## src/rtl/pwm_unit_pkg.sv

```systemverilog
// Shared constants and types for the PWM peripheral.
// Assumes byte offsets on a 4-bit address and 32-bit registers.
package pwm_unit_pkg;
    localparam int unsigned OFS_DUTY   = 4;
    localparam int unsigned OFS_PERIOD = 8;
    localparam int unsigned OFS_CTRL   = 12;

    localparam int unsigned BIT_RUN     = 0;
    localparam int unsigned BIT_GATE_N  = 3;
    localparam int unsigned BIT_ONESHOT = 4;
    localparam int unsigned BIT_IE      = 5;
    localparam int unsigned BIT_FLAG    = 6;
    localparam int unsigned BIT_RESTART = 7;
    localparam int unsigned BIT_INV     = 9;

    typedef struct packed {
        logic inv;
        logic flag;
        logic ie;
        logic oneshot;
        logic gate_n;
        logic run;
    } ctrl_t;
endpackage

```

## src/rtl/pwm_regs.sv

```systemverilog
// Register file: duty, period and control word, plus read mux.
// Assumes one write per cycle; hardware wrap events override software
// flag clears, and a software control write overrides the one-shot stop.
module pwm_regs
    import pwm_unit_pkg::*;
#(
    parameter int unsigned ADDR_W = 4,
    parameter int unsigned DATA_W = 32
) (
    input  logic              clk,
    input  logic              rst_n,
    input  logic [ADDR_W-1:0] addr_i,
    input  logic              we_i,
    input  logic [DATA_W-1:0] wdata_i,
    input  logic              wrap_i,
    output logic [DATA_W-1:0] duty_o,
    output logic [DATA_W-1:0] period_o,
    output ctrl_t             ctrl_o,
    output logic              restart_o,
    output logic [DATA_W-1:0] rdata_o
);
    logic              wr_duty, wr_period, wr_ctrl;
    logic [DATA_W-1:0] duty_q, period_q;
    ctrl_t             ctrl_q, ctrl_d;
    logic [DATA_W-1:0] ctrl_view;

    // Decode which register a write targets.
    always_comb begin
        wr_duty   = we_i && (addr_i == ADDR_W'(OFS_DUTY));
        wr_period = we_i && (addr_i == ADDR_W'(OFS_PERIOD));
        wr_ctrl   = we_i && (addr_i == ADDR_W'(OFS_CTRL));
    end

    // Any new count value or an explicit restart strobe restarts the counter.
    assign restart_o = wr_duty || wr_period || (wr_ctrl && wdata_i[BIT_RESTART]);

    // Next control word: one-shot stop, software write, then flag set.
    always_comb begin
        ctrl_d = ctrl_q;
        if (wrap_i && ctrl_q.oneshot) ctrl_d.run = 1'b0;
        if (wr_ctrl) begin
            ctrl_d.run     = wdata_i[BIT_RUN];
            ctrl_d.gate_n  = wdata_i[BIT_GATE_N];
            ctrl_d.oneshot = wdata_i[BIT_ONESHOT];
            ctrl_d.ie      = wdata_i[BIT_IE];
            ctrl_d.inv     = wdata_i[BIT_INV];
            if (wdata_i[BIT_FLAG]) ctrl_d.flag = 1'b0;
        end
        if (wrap_i) ctrl_d.flag = 1'b1;
    end

    // Hold the three registers.
    always_ff @(posedge clk) begin
        if (!rst_n) begin
            duty_q   <= '0;
            period_q <= '0;
            ctrl_q   <= '0;
        end else begin
            if (wr_duty)   duty_q   <= wdata_i;
            if (wr_period) period_q <= wdata_i;
            ctrl_q <= ctrl_d;
        end
    end

    // Place control fields at their bit positions for read-back.
    always_comb begin
        ctrl_view              = '0;
        ctrl_view[BIT_RUN]     = ctrl_q.run;
        ctrl_view[BIT_GATE_N]  = ctrl_q.gate_n;
        ctrl_view[BIT_ONESHOT] = ctrl_q.oneshot;
        ctrl_view[BIT_IE]      = ctrl_q.ie;
        ctrl_view[BIT_FLAG]    = ctrl_q.flag;
        ctrl_view[BIT_INV]     = ctrl_q.inv;
    end

    // Read mux; unmapped offsets return zero.
    always_comb begin
        if (addr_i == ADDR_W'(OFS_DUTY))        rdata_o = duty_q;
        else if (addr_i == ADDR_W'(OFS_PERIOD)) rdata_o = period_q;
        else if (addr_i == ADDR_W'(OFS_CTRL))   rdata_o = ctrl_view;
        else                                    rdata_o = '0;
    end

    assign duty_o   = duty_q;
    assign period_o = period_q;
    assign ctrl_o   = ctrl_q;

    p_flag_on_wrap_r10: assert property (@(posedge clk) disable iff (!rst_n)
        wrap_i |=> ctrl_q.flag)
        else $error("flag not set after wrap");

    p_oneshot_stop_r12: assert property (@(posedge clk) disable iff (!rst_n)
        (wrap_i && ctrl_q.oneshot && !wr_ctrl) |=> !ctrl_q.run)
        else $error("one-shot did not stop");
endmodule

```

## src/rtl/pwm_counter.sv

```systemverilog
// Period counter: counts 0..period-1 while running and reports the wrap.
// Assumes period 0 means idle; restart beats wrap on the same edge.
module pwm_counter #(
    parameter int unsigned DATA_W = 32
) (
    input  logic              clk,
    input  logic              rst_n,
    input  logic              run_i,
    input  logic              restart_i,
    input  logic [DATA_W-1:0] period_i,
    output logic [DATA_W-1:0] count_o,
    output logic              wrap_o
);
    logic [DATA_W-1:0] count_q;
    logic              at_last;

    // Last count of the period; >= also covers any period shrink.
    assign at_last = (period_i != '0) && (count_q >= period_i - DATA_W'(1));
    assign wrap_o  = run_i && !restart_i && at_last;

    // Advance, wrap, or hold at zero when stopped or restarted.
    always_ff @(posedge clk) begin
        if (!rst_n)                          count_q <= '0;
        else if (restart_i || !run_i)        count_q <= '0;
        else if (period_i == '0 || at_last)  count_q <= '0;
        else                                 count_q <= count_q + DATA_W'(1);
    end

    assign count_o = count_q;

    p_count_bound_r2: assert property (@(posedge clk) disable iff (!rst_n)
        (period_i != '0) |-> (count_q < period_i))
        else $error("count beyond period");

    p_restart_zero_r8: assert property (@(posedge clk) disable iff (!rst_n)
        restart_i |=> (count_q == '0))
        else $error("restart did not clear count");

    p_stop_zero_r6: assert property (@(posedge clk) disable iff (!rst_n)
        !run_i |=> (count_q == '0))
        else $error("stopped counter not at zero");
endmodule

```

## src/rtl/pwm_outstage.sv

```systemverilog
// Output stage: compares count with duty, applies polarity and gating.
// Assumes all inputs come from flops; output is combinational.
module pwm_outstage #(
    parameter int unsigned DATA_W = 32
) (
    input  logic              run_i,
    input  logic              gate_n_i,
    input  logic              inv_i,
    input  logic [DATA_W-1:0] duty_i,
    input  logic [DATA_W-1:0] period_i,
    input  logic [DATA_W-1:0] count_i,
    output logic              pwm_o
);
    logic live, active, level;

    // Active phase, polarity, then the run/gate/zero-period mask.
    always_comb begin
        live   = run_i && !gate_n_i && (period_i != '0);
        active = count_i < duty_i;
        level  = active ^ inv_i;
        pwm_o  = live && level;
    end
endmodule

```

## src/rtl/pwm_unit.sv

```systemverilog
// Top of the PWM peripheral: registers, counter and output stage.
// Assumes a synchronous active-low reset and a single clock domain.
module pwm_unit
    import pwm_unit_pkg::*;
#(
    parameter int unsigned ADDR_W = 4,
    parameter int unsigned DATA_W = 32
) (
    input  logic              clk,
    input  logic              rst_n,
    input  logic [ADDR_W-1:0] bus_addr,
    input  logic              bus_we,
    input  logic [DATA_W-1:0] bus_wdata,
    output logic [DATA_W-1:0] bus_rdata,
    output logic              pwm_out,
    output logic              irq
);
    logic [DATA_W-1:0] duty, period, count;
    ctrl_t             ctrl;
    logic              restart, wrap;

    pwm_regs #(.ADDR_W(ADDR_W), .DATA_W(DATA_W)) u_regs (
        .clk(clk), .rst_n(rst_n), .addr_i(bus_addr), .we_i(bus_we),
        .wdata_i(bus_wdata), .wrap_i(wrap), .duty_o(duty), .period_o(period),
        .ctrl_o(ctrl), .restart_o(restart), .rdata_o(bus_rdata)
    );

    pwm_counter #(.DATA_W(DATA_W)) u_count (
        .clk(clk), .rst_n(rst_n), .run_i(ctrl.run), .restart_i(restart),
        .period_i(period), .count_o(count), .wrap_o(wrap)
    );

    pwm_outstage #(.DATA_W(DATA_W)) u_out (
        .run_i(ctrl.run), .gate_n_i(ctrl.gate_n), .inv_i(ctrl.inv),
        .duty_i(duty), .period_i(period), .count_i(count), .pwm_o(pwm_out)
    );

    // Interrupt request is the flag qualified by its enable.
    assign irq = ctrl.flag && ctrl.ie;

    p_zero_period_low_r5: assert property (@(posedge clk) disable iff (!rst_n)
        (period == '0) |-> !pwm_out)
        else $error("output active with zero period");

    p_stopped_low_r6: assert property (@(posedge clk) disable iff (!rst_n)
        !ctrl.run |-> !pwm_out)
        else $error("output active while stopped");

    p_gated_low_r7: assert property (@(posedge clk) disable iff (!rst_n)
        ctrl.gate_n |-> !pwm_out)
        else $error("output active while gated");

    p_irq_enabled_r11: assert property (@(posedge clk) disable iff (!rst_n)
        irq |-> (ctrl.ie && ctrl.flag))
        else $error("irq without enable and flag");
endmodule

```

## config.mk

```make
export PLATFORM = sky130hd
export DESIGN_NAME = pwm_unit
export DESIGN_NICKNAME = d
export VERILOG_FILES = /design/src/rtl/pwm_unit_pkg.sv /design/src/rtl/pwm_regs.sv /design/src/rtl/pwm_counter.sv /design/src/rtl/pwm_outstage.sv /design/src/rtl/pwm_unit.sv
export SDC_FILE = /design/constraint.sdc
export NUM_CORES = 1
export LEC_CHECK = 0
export BUFFER_PORTS_ARGS = -buffer_cell sky130_fd_sc_hd__buf_2
export CORE_MARGIN = 3
export CORE_UTILIZATION = 44
export CTS_CLUSTER_DIAMETER = 30
export DETAILED_ROUTE_END_ITERATION = 10
export PLACE_DENSITY = 0.75
export SETUP_SLACK_MARGIN = 0.2
export SYNTH_ARGS = -nofsm -noshare
export SYNTH_HDL_FRONTEND = slang
export SYNTH_SLANG_ARGS = --single-unit
```

## constraint.sdc

```tcl
create_clock -name clk -period 6 [get_ports clk]
set_input_delay 0.6 -clock clk [delete_from_list [all_inputs] [get_ports clk]]
set_output_delay 0.6 -clock clk [all_outputs]
set_load 0.02 [all_outputs]
```

[Word level (Yosys, flattened, before mapping)]
Cells that the tools add are included.
Word-level totals
  flip-flop bits (word level): 102
  latch bits: 0
  bits in writable memories: 0
  memory bits (read-only): 0
  input port bits: 39
  output and inout port bits: 34
  logic and storage cells: 51
  memories: 0
Cells by class
  add/sub/neg operators: 2
  multipliers: 0
  div/mod/pow operators: 0
  $lt $le $gt $ge: 2
  eq/ne operators: 3
  shifts and indexed selects: 0
  muxes and demuxes: 7
  bitwise operators: 2
  reduce and logical (&&, ||, !) cells: 26
Operator list (count)
  32-bit 2-to-1 mux: 2
  32-bit by 1-bit adder with 32-bit output (second input constant): 1
  32-bit >= comparator: 1
  32-bit zero test: 1
  32-bit less-than comparator: 1
  32-bit nonzero test: 1
  32-bit by 1-bit subtractor with 32-bit output (second input constant): 1
  1-bit logical AND: 12
  10-bit 2-to-1 mux: 1
  4-bit equality test (second input constant): 2
  2-bit nonzero test: 3
  5-bit 2-to-1 mux: 1
  4-bit by 3-bit equality test with 1-bit output (second input constant): 1
  1-bit logical OR: 4
  1-bit zero test: 3
  1-bit 2-to-1 mux: 3
  3-bit OR reduction: 1
  2-bit AND reduction: 1
  1-bit NOT: 1
  1-bit XOR: 1

[Depth between registers and ports, before layout]
Gate-level depths: netlist of the first run.
  word-level depth: 11
  gate-level depth with buffers: 17
  depth with buffers taken out: 16

[Modules after synthesis]
A second synthesis of the first run with hierarchy kept.
Unflattened totals
  cell total of the unflattened synthesis: 774
  area total of the unflattened synthesis: 6672.6 µm²
Modules (own cells, without submodules)
  pwm_regs: instances 1, cells each 323, area each 3039.2 µm², sequential area each 1401.3 µm²
  pwm_counter: instances 1, cells each 329, area each 2756.4 µm², sequential area each 640.6 µm²
  pwm_outstage: instances 1, cells each 121, area each 870.8 µm², sequential area each 0.0 µm²
  pwm_unit: instances 1, cells each 1, area each 6.3 µm², sequential area each 0.0 µm²

[Worst setup path after synthesis of the first run]
Ideal clock, no wire load.
  path kind: flip-flop to flip-flop
  start point: register u_regs.period_q[7], in the netlist u_regs.period_o[7]
  end point: register u_count.count_q[20], in the netlist u_count.count_o[20]
  library setup time: 0.065 ns
  data arrival time: 3.290 ns
  data required time: 5.935 ns
  slack: 2.645 ns
  cell stages (with the launch flop): 18
  buffers on the path: 2
  clock period less this slack: 3.355 ns
  cells stage by stage: dfxtp_1 > buf_6 > nor4_4 > nand2b_2 > nor4_4 > and2_2 > nand2_1 > nor4_2 > xnor2_1 > ha_1 > nand2_1 > o21ai_0 > a221oi_1 > o21ai_0 > o31ai_4 > nand3_2 > buf_4 > nor2_1
On the way
  word-level cells in the longest chain between the ends: 5
  elaborated cells on any way between the ends: 7
  those cells by class: add/sub (1); order compare (1); reduce/logical (5)
Ends and longest elaborated chain
  start, declared: RTL line pwm_regs.sv:23  | logic [DATA_W-1:0] duty_q, period_q;
  start signal, assigned: RTL line pwm_regs.sv:60  | if (wr_period) period_q <= wdata_i;
  32-bit by 1-bit subtractor with 32-bit output: RTL line pwm_counter.sv:18  | assign at_last = (period_i != '0) && (count_q >= period_i - DATA_W'(1));
  32-bit >= comparator: RTL line pwm_counter.sv:18
  1-bit logical AND: RTL line pwm_counter.sv:18
  1-bit logical OR (*): RTL line pwm_counter.sv:25  | else if (period_i == '0 || at_last) count_q <= '0;
  3-bit OR reduction (no source line) (*)
  end signal, assigned: RTL line pwm_counter.sv:26  | else count_q <= count_q + DATA_W'(1);
  end, declared: RTL line pwm_counter.sv:14  | logic [DATA_W-1:0] count_q;
Mark *: on every way between the ends. The rest lies on a longest branch, timed or not.
A chain may end at the register's enable or synchronous reset.

[Worst setup path in the final report of the first run]
  start point: register u_regs.period_q[4], in the netlist u_regs.period_o[4]
  end point: register u_count.count_q[0], in the netlist u_count.count_o[0]
The elaborated chain is that of the path after synthesis.

==> results.py, run 1 <==
metrics = {
    "status": {
        "run_status": "finished, final reports clean",
    },
    "critical_path": {
        "endpoint_kind": "flop",
        "cp_max_fo": 32,
        "worstSetupPathType": "reg -> reg",
        "crit_path_start_kind": "flop",
        "cp.arrival_ns": 5.00,
        "cpPeakStageDelay_ns": 0.80,
        "critical_path.cell_chain": "nor3_1 > nand4_1 > nor4_1 > and3_1 > nand2_1 > xor2_1 > ha_1 > and4_1 > a221oi_1 > o21ai_0 > o31ai_4 > nand3_2 > nor2_1",
        "crit_required_ns": 6.26,
        "critPathSlowestCell": "nor4_1",
    },
    "timing": {
        "tns_ns": 0,
        "fin_skew_ns": 0.00991,
        "final_max_slew_viol_count": 0,
        "worstMarginPinSlew_ns": 0.987,
        "setup_viol": 0,
        "rsz0062_at_grt": "no",
        "finalHoldViolations": 0,
        "timing.final.ws_setup_ns": 1.26,
        "max_freq_mhz": 211,
        "fin_crit_ns": 4.74,
        "min_period_over_period_pct": 78.9,
        "hold_slack_ns": 0.455,
        "max_slew_margin_pct": 34.0,
    },
    "synthesis": {
        "synthSimpleGateAreaFrac_pct": 26.2,
        "synthFlopType": "dfxtp_1",
        "avgSynthCellArea_um2": 7.60,
        "synth-warning-count": 0,
        "synth_compound_area_share_pct": 14.3,
        "synthCells": 824,
        "synth_top_family_by_area": "simple AND/OR/NAND/NOR gates",
        "synthesis.area_mm2": 0.00626,
        "synthXorXnorAreaFrac_pct": 8.53,
        "synthMuxAreaShare_pct": 0.639,
        "yosysSeqAreaShare_pct": 32.6,
        "synth.distinct_cells": 52,
        "async_flop_share_pct": 0,
        "synth_fa_ha_area_share_pct": 13.0,
        "synth_seq_cells": 102,
        "synth_nets": 928,
        "synth_edf_count": 0,
    },
    "placement": {
        "placed_cell_area_mm2": 0.00675,
        "dp_slack_ns": 1.32,
        "place.gp.congestion": 0.899,
        "place_inst": 1044,
        "hpwlAfterDp_mm": 11.7,
        "io_buffers": 72,
    },
    "clock_network": {
        "htreeDepth": 3,
        "cts.sink_count": 102,
        "ctsHoldBuffers": 0,
        "clk_latency_ns": 0.35,
        "clk_pin_slew_worst_paths_ns": 0.07,
        "cts_tree": "yes",
        "clockBufferDepth": 2,
        "post_cts_resized": 0,
        "cts_setup_buffers": 0,
        "cts-root-buf": "clkbuf_16",
        "cts-buffers-inserted": 9,
    },
    "routing": {
        "post_drt_wl_per_cell_um": 15.1,
        "routed_via_density": 5.36,
        "post-route-drc-count": 0,
        "drt_iter0_drc": 384,
        "first_pass_iters": 5,
        "vias": 5684,
        "routed_wirelength_mm": 16.0,
        "ant_nets": 0,
    },
    "global_routing": {
        "antenna_found_initial": 0,
        "grt_usage_pct": 20.7,
        "grt.overflow.total": 0,
        "grt_max_degree": 54,
        "grt_pass1_vias": 5427,
        "grt_first_pass_wirelength_mm": 27.0,
    },
    "floorplan": {
        "start_util_pct": 46.2,
        "die_w_um": 125,
        "die_y_um": 125,
        "pin_count": 73,
        "core_mm2": 0.0136,
        "num_rows": 42,
        "dieArea_mm2": 0.0157,
    },
    "layout": {
        "areaGrowthSynthToFinish_pct": 13.0,
        "fin_nets": 983,
        "num_antenna_cells": 0,
        "layout-drive-gt1-share_pct": 12.7,
        "final_cell_count_no_fill": 1060,
        "fin_area_mm2": 0.00708,
    },
    "pwr": {
        "p_leak_nw": 2.88,
        "pwr_density_cell_mw_per_mm2": 214,
        "ir_drop_v": 0.000158,
    },
    "hold_path": {
        "hold_class": "reg -> reg",
    },
    "flow_run": {
        "maxCapViolCount": 0,
    },
}
==> logic make-up after synthesis <==
logic type / after synthesis
XOR/XNOR: 61
multiplexers: 4
flip-flops: 102
AO/OA/AOI/OAI: 160
adder cells (fa/ha/maj): 65
buffers and inverters: 73
AND/OR/NAND/NOR: 359
==> where the power goes <==
group          switching [mW]  leakage, nW  internal [mW]
registers             0.00796        0.823          0.684
clock network           0.260        0.166          0.389
logic                   0.105         1.89         0.0707
==> per-layer routing <==
| layer | GRT usage [%] | routed length, um | vias up |
|---|---|---|---|
| met2 | 33.8 | 7330 | 122 |
| met1 | 28.6 | 7680 | 2635 |
| li1 | - | - | 2908 |
| met3 | 4.01 | 799 | 19 |
| met5 | 0 | 0 | - |
| met4 | 4.21 | 206 | 0 |
==> cells in the mapped netlist (5+ instances only) <==
cell type    n  area, um2
xor2_1      32        280
clkbuf_1    26       97.6
o21ai_0     46        230
nand3_1     15       75.1
inv_1       37        139
nor2_1      61        229
nand2_1    204        766
nor2b_1      5       31.3
nor4_1      15       93.8
and3_1       7       43.8
dfxtp_1    102       2040
nor3_1       8       40.0
ha_1        65        813
and2_1       5       31.3
nand4_1     14       87.6
a21oi_1     88        440
a22oi_1      6       45.0
xnor2_1     29        254
o21a_1       5       37.5
==> per-stage QoR <==
stage | total power, mW | util (%)
floorplan | 0.830 | -
global placement | 0.878 | 49.8
detailed placement | 0.881 | 49.8
CTS | 1.52 | 52.2
global route | 1.58 | 52.2
finish | 1.52 | 52.2
==> worst max-delay path: cells and delay by family, from the launching register on <==
family,cells,cell delay [ns]
adders and majority gates,1,0.30
and+or+nand+nor,8,2.88
DFF,1,0.36
xor gates and xnor gates,1,0.15
AOI/OAI and AO/OA,3,0.95
==> worst paths after layout <==
check | cells after the start | slack, ns | start | end
min reg2reg | 2 | 0.45 | u_regs.duty_o[12]$_SDFFE_PN0P_ | u_regs.duty_o[12]$_SDFFE_PN0P_
max reg2reg | 13 | 1.26 | u_regs.period_o[4]$_SDFFE_PN0P_ | u_count.count_o[0]$_SDFF_PP0_
min | 2 | 0.45 | u_regs.duty_o[12]$_SDFFE_PN0P_ | u_regs.duty_o[12]$_SDFFE_PN0P_
max | 13 | 1.26 | u_regs.period_o[4]$_SDFFE_PN0P_ | u_count.count_o[0]$_SDFF_PP0_
==> sequential cells by signal (all words and copies together), names as in the netlist <==
name / count
u_count.count_o: 32
u_regs.ctrl_o: 6
u_regs.duty_o: 32
u_regs.period_o: 32
==> area by class of cell <==
| cell class | count | area (um2) |
|---|---|---|
| multi-input combinational | 649 | 3930 |
| clock inverter | 5 | 78.8 |
| tap | 176 | 220 |
| timing repair buffer | 78 | 405 |
| sequential | 102 | 2040 |
| inverter | 39 | 146 |
| fill | 1341 | 6480 |
| clock buffer | 11 | 253 |
==> layout by cell type, fill, tap and decap left out, types with 15 or more instances in the layout <==
master   synthesis  layout
nor2_1          61      60
dfxtp_1        102     102
nand3_1         15      15
inv_1           37      37
a21oi_1         88      88
xnor2_1         29      29
buf_2            4      72
nand2_1        204     204
ha_1            65      65
o21ai_0         46      46
xor2_1          32      32
Note: power is estimated with default switching activity, not from simulation.
==> run 2, diff against run 1 <==
- PLACE_DENSITY: 0.75 -> 0.77
- clock period: 6 -> 4.1 ns (I/O delays scaled with it)
==> results.py, run 2 (synthesis results as in run 1) <==
metrics = {
    "critical_path": {
        "cp_max_fo": 32,
        "crit_required_ns": 4.38,
        "worstSetupPathType": "reg -> reg",
        "reg2reg_slack_ns": 0.44,
        "endpoint_kind": "flop",
        "cp.arrival_ns": 3.94,
        "crit_path_start_kind": "flop",
    },
    "global_routing": {
        "grt_first_pass_wirelength_mm": 26.6,
        "gr-usage-met2_pct": 32.4,
        "antenna_found_initial": 0,
        "grt_util_met3_pct": 3.84,
        "grt_pass1_vias": 5242,
        "grt_usage_pct": 20.4,
        "use_met1_pct": 28.7,
        "grt.overflow.total": 0,
        "grt_max_degree": 37,
        "grt.busiest_layer": "met2",
    },
    "layout": {
        "multiInputGateArea_mm2": 0.00396,
        "num_antenna_cells": 0,
        "areaGrowthSynthToFinish_pct": 14.2,
        "layout-drive-gt1-share_pct": 13.9,
        "fill_cells": 1315,
        "layout_common_cells": "204 x nand2_1, 102 x dfxtp_1, 88 x a21oi_1",
        "final_util_pct": 52.7,
        "fin_nets": 993,
        "final_common_cell": "nand2_1",
        "regArea_mm2": 0.00204,
    },
    "clock_network": {
        "cts-root-buf": "clkbuf_16",
        "clk_latency_ns": 0.35,
        "clockBufferDepth": 2,
        "htreeDepth": 3,
        "cts_tree": "yes",
        "clk_pin_slew_worst_paths_ns": 0.07,
        "cts-buffers-inserted": 9,
        "cts.sink_count": 102,
        "ctsHoldBuffers": 0,
    },
    "timing": {
        "fin_skew_ns": 0.00785,
        "max_slew_margin_pct": 40.2,
        "min_period_over_period_pct": 89.2,
        "max_freq_mhz": 273,
        "tns_ns": 0,
        "final_max_slew_viol_count": 0,
        "fin_crit_ns": 3.66,
        "rsz0062_at_grt": "no",
        "finalHoldViolations": 0,
        "worstMarginPinSlew_ns": 0.875,
        "setup_viol": 0,
    },
    "routing": {
        "vias": 5787,
        "first_pass_iters": 5,
        "routed_wirelength_mm": 16.5,
        "post-route-drc-count": 0,
        "drt_iter0_drc": 428,
        "routed_via_density": 5.41,
        "post_drt_wl_per_cell_um": 15.4,
        "ant_nets": 0,
    },
    "pwr": {
        "p_switching_mw": 0.549,
        "seqPwrFrac_pct": 47.3,
        "p_clk_share_pct": 39.9,
        "pwr_density_cell_mw_per_mm2": 299,
        "comb_power_share_pct": 12.8,
        "fin_total_pwr_mw": 2.14,
        "ir_drop_v": 0.000259,
        "switching_share_pct": 25.7,
        "p_int_mw": 1.59,
        "p_leak_nw": 2.91,
    },
    "placement": {
        "io_buffers": 72,
        "hpwlAfterDp_mm": 12.1,
        "place.gp.congestion": 0.875,
    },
    "floorplan": {
        "core_mm2": 0.0136,
        "start_util_pct": 46.2,
        "die_w_um": 125,
        "dieArea_mm2": 0.0157,
        "num_rows": 42,
        "die_y_um": 125,
        "pin_count": 73,
    },
    "flow_run": {
        "maxCapViolCount": 0,
    },
    "hold_path": {
        "hold_class": "in -> reg",
    },
    "status": {
        "run_status": "finished, final reports clean",
    },
}
## run 2: cell count changes in the layout (fill, tap and decap cells not counted), sizes merged
| cell | before | now |
|---|---|---|
| clkinv | 2 | 0 |
| clkbuf | 11 | 13 |
| clkinvlp | 0 | 2 |
| buf | 78 | 88 |
| inv | 40 | 39 |
| bufinv | 2 | 1 |
## run 2: area by class of cell
cell class / instances / share of cell area, %
sequential: 102 / 28.6
clock inverter: 3 / 0.630
multi-input combinational: 649 / 55.4
timing repair buffer: 88 / 6.89
clock buffer: 13 / 3.36
inverter: 39 / 2.05
tap: 176 / 3.08
## run 2: worst paths after layout
kind	from	to	cells after the start
worst max-delay path	u_regs.period_o[4]$_SDFFE_PN0P_	u_count.count_o[13]$_SDFF_PP0_	16
worst min-delay path	bus_wdata[18]	u_regs.duty_o[18]$_SDFFE_PN0P_	3
worst max register to register	u_regs.period_o[4]$_SDFFE_PN0P_	u_count.count_o[13]$_SDFF_PP0_	16
worst min register to register	u_regs.duty_o[14]$_SDFFE_PN0P_	u_regs.duty_o[14]$_SDFFE_PN0P_	2
## run 2: power groups by stage
stage | logic (mW) | clock network, mW | registers, mW
2_1_floorplan | 0.183 | 0 | 1.03
3_3_place_gp | 0.254 | 0 | 1.03
3_5_place_dp | 0.260 | 0 | 1.03
4_1_cts | 0.263 | 0.870 | 1.01
5_1_grt | 0.306 | 0.908 | 1.01
6_report | 0.273 | 0.854 | 1.01
## run 2: layer usage
layer,vias to the layer above,routed length (um),share of wire [%]
li1,2935,-,-
met1,2687,7920,48
met2,146,7410,45
met3,19,910,5.5
met4,0,243,1.5
met5,-,0,0
## run 2: stage by stage
step                instance area (um2)  worst slack, ns  std cells  hold slack (ns)
floorplan                          6260            0.745        824            0.436
global placement                   6800            0.472       1050            0.442
detailed placement                 6800            0.263       1050            0.447
CTS                                7090            0.216       1066            0.296
global route                       7150            0.157       1070            0.303
finish                             7150            0.442       1070            0.305
## run 2: timing repair
action                     in CTS  in global routing
gates resized for setup         0                  7
setup buffers                   0                  4
setup endpoints to repair       0                 34
## run 2: worst max-delay path, cell delays in order, from the launching register on
cell      delay, ns
dfxtp_1        0.37
nor3_2         0.30
nand4_1        0.31
nor4_2         0.24
buf_4          0.18
nand2_1        0.08
nor3_1         0.18
xnor2_1        0.14
ha_1           0.26
a21oi_1        0.16
o21ai_0        0.14
a221oi_2       0.33
o21ai_1        0.15
o31ai_4        0.26
nand3_2        0.14
buf_12         0.19
nor2_1         0.14
==> run 3, diff against run 2 <==
- PLACE_DENSITY: 0.77 -> default
- PLACE_DENSITY_LB_ADDON: default -> 0.2
==> results.py, run 3 (synthesis results as in run 1) <==
metrics = {
    "timing": {
        "rsz0062_at_grt": "no",
        "min_period_over_period_pct": 87.6,
        "final_max_slew_viol_count": 0,
        "fin_skew_ns": 0.00781,
        "timing.final.ws_setup_ns": 0.507,
        "worstMarginPinSlew_ns": 0.778,
        "setup_viol": 0,
        "fin_crit_ns": 3.59,
        "max_freq_mhz": 278,
        "tns_ns": 0,
        "finalHoldViolations": 0,
        "hold_slack_ns": 0.301,
        "max_slew_margin_pct": 48.0,
    },
    "global_routing": {
        "grt_max_degree": 42,
        "antenna_found_initial": 0,
        "grt.overflow.total": 0,
        "grt_pass1_vias": 5435,
        "grt_first_pass_wirelength_mm": 27.2,
        "grt_usage_pct": 21.1,
    },
    "flow_run": {
        "maxCapViolCount": 0,
    },
    "critical_path": {
        "path_buf_inv": 2,
        "cp.arrival_ns": 3.88,
        "path_delay_family": "simple AND/OR/NAND/NOR gates",
        "critical_path.cell_chain": "nor3_2 > nand4_1 > nor4_1 > buf_4 > nand2_1 > nor3_1 > xnor2_1 > ha_1 > a21oi_1 > o21ai_0 > a221oi_2 > o21ai_1 > o31ai_4 > nand3_2 > buf_6 > nor2_1",
        "cp_max_fo": 32,
        "endpoint_kind": "flop",
        "worstSetupPathType": "reg -> reg",
        "cpPeakStageDelay_ns": 0.37,
        "critPathSlowestCell": "dfxtp_1",
        "crit_path_start_kind": "flop",
        "crit_required_ns": 4.39,
    },
    "placement": {
        "io_buffers": 72,
        "place.gp.congestion": 0.856,
        "hpwlAfterDp_mm": 12.3,
        "dp_slack_ns": 0.291,
    },
    "floorplan": {
        "core_mm2": 0.0136,
        "start_util_pct": 46.2,
        "num_rows": 42,
        "pin_count": 73,
        "die_y_um": 125,
        "die_w_um": 125,
        "dieArea_mm2": 0.0157,
    },
    "clock_network": {
        "clockBufferDepth": 2,
        "ctsHoldBuffers": 0,
        "clk_pin_slew_worst_paths_ns": 0.07,
        "cts-root-buf": "clkbuf_16",
        "cts-buffers-inserted": 9,
        "htreeDepth": 3,
        "cts_tree": "yes",
        "cts.sink_count": 102,
        "clk_latency_ns": 0.35,
    },
    "routing": {
        "post-route-drc-count": 0,
        "post_drt_wl_per_cell_um": 15.4,
        "vias": 5706,
        "routed_via_density": 5.34,
        "drt_iter0_drc": 307,
        "first_pass_iters": 5,
        "ant_nets": 0,
        "routed_wirelength_mm": 16.5,
    },
    "pwr": {
        "pwr_density_cell_mw_per_mm2": 299,
        "p_leak_nw": 2.93,
        "ir_drop_v": 0.000281,
        "fin_total_pwr_mw": 2.14,
    },
    "hold_path": {
        "hold_class": "in -> reg",
    },
    "layout": {
        "final_util_pct": 52.8,
        "multiInputGateArea_mm2": 0.00398,
        "layout-drive-gt1-share_pct": 14.1,
        "areaGrowthSynthToFinish_pct": 14.2,
        "layout_common_cells": "204 x nand2_1, 102 x dfxtp_1, 88 x a21oi_1",
        "num_antenna_cells": 0,
        "final_common_cell": "nand2_1",
        "fin_nets": 992,
        "regArea_mm2": 0.00204,
        "fill_cells": 1378,
    },
    "status": {
        "run_status": "finished, final reports clean",
    },
}
[run 3: cell count changes in the layout (fill, tap and decap cells not counted), sizes merged]
cell      change
inv           +1
clkinv        +3
buf           -1
clkinvlp      -1
clkbuf        -3
[run 3: path summary, 6_finish.rpt]
path / from / endpoint / depth (start not counted) / slack [ns]
setup / recovery: u_regs.period_o[4]$_SDFFE_PN0P_ / u_count.count_o[28]$_SDFF_PP0_ / 16 / 0.51
hold / removal: bus_wdata[24] / u_regs.duty_o[24]$_SDFFE_PN0P_ / 3 / 0.30
setup reg to reg: u_regs.period_o[4]$_SDFFE_PN0P_ / u_count.count_o[28]$_SDFF_PP0_ / 16 / 0.51
hold reg to reg: u_regs.duty_o[2]$_SDFFE_PN0P_ / u_regs.duty_o[2]$_SDFFE_PN0P_ / 2 / 0.45
[run 3: repair_timing]
action                                 in CTS  in global routing
resized for setup                           0                 10
endpoints found under the hold margin       0                  0
setup endpoints to repair                   0                 35
setup buffers                               0                  5
[run 3: layout make-up]
type | instances | area share (%)
multi-input cells | 649 | 55.6
flip-flops and latches | 102 | 28.6
repair buffers | 87 | 6.67
clock buffers | 10 | 3.20
well taps | 176 | 3.08
inverters | 39 | 2.05
clock inverters | 6 | 0.857
[run 3: metrics by stage]
step	instances	cell area, um2
global placement	1048	6780
global route	1069	7150
finish	1069	7150
detailed placement	1048	6780
floorplan	824	6260
CTS	1064	7070
[run 3: tightest hold or removal path: stages]
cell and delay (ns):
buf_2 0.10, nand2_1 0.05, a21oi_1 0.05
[run 3: per-layer routing]
metal,wire length [um],global-route usage [%],vias up
met5,0,0,-
met4,278,6.51,0
met3,511,4.01,18
met2,7800,34.5,87
met1,7920,28.3,2675
li1,-,-,2926
[run 3: power breakdown]
| part | internal, mW | leakage, nW | switching [mW] |
|---|---|---|---|
| clock network | 0.473 | 0.143 | 0.383 |
| registers | 1.00 | 0.823 | 0.0118 |
| logic | 0.114 | 1.96 | 0.155 |
| total | 1.59 | 2.93 | 0.550 |
